**src/rtl/preset_updown_counter.sv**
```systemverilog
module preset_updown_counter #(
  parameter int WIDTH = 24
) (
  input  logic             clk,
  input  logic             rst_n,
  input  logic             cnt_en,
  input  logic             cnt_up,
  input  logic [1:0]       mode,
  input  logic [WIDTH-1:0] preset,
  input  logic             load,
  input  logic             flag_clr,
  input  logic             quad_mode,
  input  logic             idx_en,
  input  logic             idx_sync,
  input  logic             idx_pol,
  input  logic             idx_in,
  output logic [WIDTH-1:0] count,
  output logic             carry,
  output logic             borrow,
  output logic             dir_up
);
  localparam logic [1:0] M_FREE = 2'd0;
  localparam logic [1:0] M_CLAMP = 2'd1;
  localparam logic [1:0] M_ONCE = 2'd2;
  localparam logic [1:0] M_CYCLE = 2'd3;
  localparam logic [WIDTH-1:0] ALL_ONES = '1;

  logic halted;
  logic [WIDTH-1:0] nxt;
  logic stall, wrap_up, wrap_dn;

  wire sync_ok = idx_sync & quad_mode;
  wire idx_hit = idx_en & (sync_ok ? (cnt_en & (idx_in == idx_pol)) : ~idx_in);
  wire reload  = load | idx_hit;
  wire step    = cnt_en & ~halted;
  wire at_top  = (count == ALL_ONES);
  wire at_zero = (count == '0);
  wire at_pre  = (count == preset);

  always_comb begin
    nxt     = cnt_up ? count + 1'b1 : count - 1'b1;
    stall   = 1'b0;
    wrap_up = cnt_up & at_top;
    wrap_dn = ~cnt_up & at_zero;
    case (mode)
      M_CLAMP: begin
        if (cnt_up ? at_pre : at_zero) begin
          stall   = 1'b1;
          wrap_up = 1'b0;
          wrap_dn = 1'b0;
        end
      end
      M_CYCLE: begin
        if (cnt_up && at_pre) begin
          nxt     = '0;
          wrap_up = 1'b0;
        end else if (!cnt_up && at_zero) begin
          nxt     = preset;
          wrap_dn = 1'b0;
        end
      end
      default: ;
    endcase
  end

  always_ff @(posedge clk or negedge rst_n) begin
    if (!rst_n) begin
      count  <= '0;
      carry  <= 1'b0;
      borrow <= 1'b0;
      halted <= 1'b0;
      dir_up <= 1'b0;
    end else begin
      if (cnt_en) dir_up <= cnt_up;
      if (flag_clr) begin
        carry  <= 1'b0;
        borrow <= 1'b0;
      end
      if (reload) begin
        count  <= preset;
        halted <= 1'b0;
      end else if (step && !stall) begin
        count <= nxt;
        if (wrap_up) carry <= 1'b1;
        if (wrap_dn) borrow <= 1'b1;
        if (mode == M_ONCE && (wrap_up || wrap_dn)) halted <= 1'b1;
      end
    end
  end

  wire unused_free = (M_FREE == mode);
endmodule

```
**config.mk**
```make
export PLATFORM = sky130hd
export DESIGN_NAME = preset_updown_counter
export DESIGN_NICKNAME = d
export VERILOG_FILES = /design/src/rtl/preset_updown_counter.sv
export SDC_FILE = /design/constraint.sdc
export NUM_CORES = 1
export LEC_CHECK = 0
export ABC_AREA = 1
export BUFFER_PORTS_ARGS = -buffer_cell sky130_fd_sc_hd__buf_2
export CAP_MARGIN = 40
export CORE_MARGIN = 2
export CORE_UTILIZATION = 30
export DETAILED_ROUTE_END_ITERATION = 8
export SLEW_MARGIN = 30
export SYNTH_ARGS = -nofsm -noshare
export SYNTH_HDL_FRONTEND = slang
export SYNTH_SLANG_ARGS = --single-unit
export TNS_END_PERCENT = 10
```
**constraint.sdc**
```tcl
create_clock -name clk -period 3.2 [get_ports clk]
set_clock_uncertainty 0.1 [all_clocks]
set_input_delay 0.32 -clock clk [delete_from_list [all_inputs] [get_ports clk]]
set_output_delay 0.32 -clock clk [all_outputs]
set_load 0.01 [all_outputs]
```
==> qor.txt <==
peak supply drop: 0.261 mV
clock power share: 0.113
startpoint types: flip-flop
Reg clk slew, reported paths: 0.08 ns
CTS H-Tree Depth: 1
initial antenna violation count: 0
clock buffer depth: 2
Setup WS post-layout: 0.609 ns
CTS tree: yes
Critical-path top delay cell: dfrtp_1
P_int: 1300 uW
remaining antenna violation count after routing: 0
PortBufs: 63
drt wl/cell: 13.9 um
width of the die: 115 um
CTS Sinks: 28
vias in the first global route: 3941
Max Clk Rate: 0.386 GHz
hold crit path type: input port to flip-flop
Die H: 115 um
CTS buffer count: 3
Initial Utilization: 0.308
worst-path fanout max: 27
post-CTS setup buffer count: 0
post-synth top area cell: nand2_1
die area: 13300 um2
Vias: 4187
top-area cell type share of the netlist area: 0.268
Arr. time, crit path: 2.66 ns
DR pass1 iterations: 4
worst slew pin tran: 0.513 ns
first-pass GRT wire length: 20.0 mm
Final Wtd Congestion: 0.948
WP buf/inv: 0
fill count: 1365
largest net degree at the start of global routing: 29
status: complete, no violations
switch share: 0.524
ANT cells: 0
Area Growth Syn to Fin: 16.5%
drt drc: 0
Avg Cell Area, Syn: 5.84 um2
gr usage total: 0.189
max cap viols: 0
io pins: 64
Slew HR: 0.653
Pwr Density: 634 nW/um2
grt ovf: 0
layout cells sized above 1: 0.136
Yosys cell types: 35
Root Buffer: clkbuf_16
sequential area share after synthesis: 0.189
max-slew violations: 0
cell family with most CP delay: simple AND/OR/NAND/NOR gates
Post-Syn Area: 3710 um2
critical path class: flip-flop to flip-flop
Top FF cell, synth: dfrtp_1
Core Box Area: 12100 um2
Vias/cell: 4.83
nets@finish: 761
Final Core Density: 0.358
Synthesized Nets: 695
Ys Warns: 0
pre-CTS WS: 0.545 ns
fin cells: 867
NetSw: 1440 uW
RSZ-0062 raised after global routing: false
Async SR Flop Fraction: 1.00
max incr delay on CP: 0.50 ns
Worst setup EP type: flip-flop
top cells by area, synth: nand2_1, dfrtp_1, nand3_1, ha_1, inv_1
Fin Setup TNS: 0 ns
P_leak: 0.00242 uW
final-report hold violation count: 0
DPL Wire Length: 9.52 mm
Post-Synthesis Cells: 635
Period minus WS final: 2.59 ns
wirelength, routed: 12.1 mm
Clock Latency Late Sink: 0.28 ns
post-CTS sizing: 0
Core Rows: 40
Initial DRC Count: 279
sequential power share: 0.239
Power Total: 2740 uW
Tcrit/Tclk final: 0.810
Final Setup Violations: 0
critical-path cell list: xor2_1 > nor2_1 > nand2_1 > nor2_1 > nand3_2 > nand2_2 > nand2_4 > nand2_8 > nand2_4 > nand3_1 > nand2_1
Combinational Power Share: 0.648
worst path required time: 3.27 ns
number of enable flip-flop cells after synthesis: 0
synthesis-stage register bit count: 28
total placed cells including tap cells: 862
synthesized netlist by cell type (2+ instances only):
master,n
a21oi_1,24
a31oi_1,2
and2_1,3
buf_4,4
buf_6,3
clkbuf_1,3
dfrtp_1,28
ha_1,22
inv_1,64
inv_2,3
nand2_1,265
nand2_2,3
nand2_4,2
nand3_1,73
nand3_2,3
nand3b_1,6
nand4_1,16
nor2_1,44
nor3_1,5
o21ai_0,15
or2_2,6
xnor2_1,20
xor2_1,9
worst paths after layout:
| check | startpoint | endpoint | slack, ns | depth (start not counted) |
|---|---|---|---|---|
| max | count[13] | count[14] | 0.61 | 11 |
| min | flag_clr | carry | 0.21 | 4 |
| max reg2reg | count[13] | count[14] | 0.61 | 11 |
| min reg2reg | halted | halted | 0.37 | 2 |
| max in group asynchronous | rst_n | count[9] | 2.19 | 3 |
| min in group asynchronous | rst_n | count[20] | 0.40 | 2 |
tightest hold or removal path, cell delays in order:
cell     delay [ns]
buf_2          0.08
inv_1          0.04
nand2_1        0.04
o21ai_0        0.06
power groups by stage:
| stage | Sequential [uW] | Clock [uW] | Combinational (uW) |
|---|---|---|---|
| 2_1_floorplan | 638 | 0 | 1250 |
| 5_1_grt | 671 | 326 | 2030 |
| 3_5_place_dp | 663 | 0 | 1760 |
| 3_3_place_gp | 663 | 0 | 1760 |
| 6_report | 654 | 311 | 1780 |
| 4_1_cts | 656 | 314 | 1770 |
sequential cells by signal, indices dropped and copies added (netlist names):
name    cells
borrow      1
carry       1
count      24
dir_up      1
halted      1
per-layer routing:
| layer | routed length (um) | track usage | up-vias |
|---|---|---|---|
| li1 | - | - | 2176 |
| met1 | 5840 | 0.268 | 1899 |
| met2 | 5530 | 0.311 | 100 |
| met3 | 526 | 0.0237 | 12 |
| met4 | 192 | 0.0337 | 0 |
| met5 | 0 | 0 | - |
placed cells by master (no fill, tap or decap):
cell type,count
o211ai_1,1
dfrtp_1,28
nand2b_1,1
nand2_1,265
nor2_2,1
ha_1,22
nand3b_1,6
nor3_1,5
nand2_4,2
o21bai_1,1
xor2_1,9
o21ai_0,15
xnor2_1,20
o21ai_1,1
a31oi_4,1
nand2_2,3
nand3_1,73
or2_2,6
fa_1,1
nor4b_1,1
a31oi_1,2
buf_4,7
nand3_2,3
inv_1,64
buf_2,63
nor4_1,1
dlygate4sd3_1,1
inv_2,3
a21oi_1,24
clkbuf_16,3
o21ai_2,1
buf_16,1
nor2_1,44
nand2_8,1
and2_1,3
nand4_1,16
per-stage QoR:
| stage | instance area, um2 | hold slack, ns |
|---|---|---|
| 2_1_floorplan | 3710 | -0.0756 |
| 3_3_place_gp | 4210 | 0.326 |
| 3_5_place_dp | 4210 | 0.321 |
| 4_1_cts | 4280 | 0.0283 |
| 5_1_grt | 4320 | 0.245 |
| 6_report | 4320 | 0.212 |
logic make-up (layout without fill, tap and decap cells):
| family | after synthesis | after routing | synth area share |
|---|---|---|---|
| AO/OA/AOI/OAI | 46 | 46 | 0.0695 |
| XOR/XNOR | 29 | 29 | 0.0685 |
| adder cells (fa/ha/maj) | 23 | 23 | 0.0796 |
| buffers and inverters | 78 | 142 | 0.0894 |
| flip-flops | 28 | 28 | 0.189 |
| AND/OR/NAND/NOR | 431 | 431 | 0.504 |
final cells by class:
cell class	instances	area, um2	area share
Clock buffer	3	75.1	0.0174
Inverter	67	251	0.0582
Multi-Input combinational cell	529	2680	0.620
Sequential cell	28	701	0.162
Tap cell	168	210	0.0487
Timing Repair Buffer	72	405	0.0938
what timing repair did:
action,CTS,global route
hold buffers,0,1
setup endpoints to repair,0,0
endpoints found under the hold margin,0,12
Note: power is estimated with default switching activity, not from simulation.
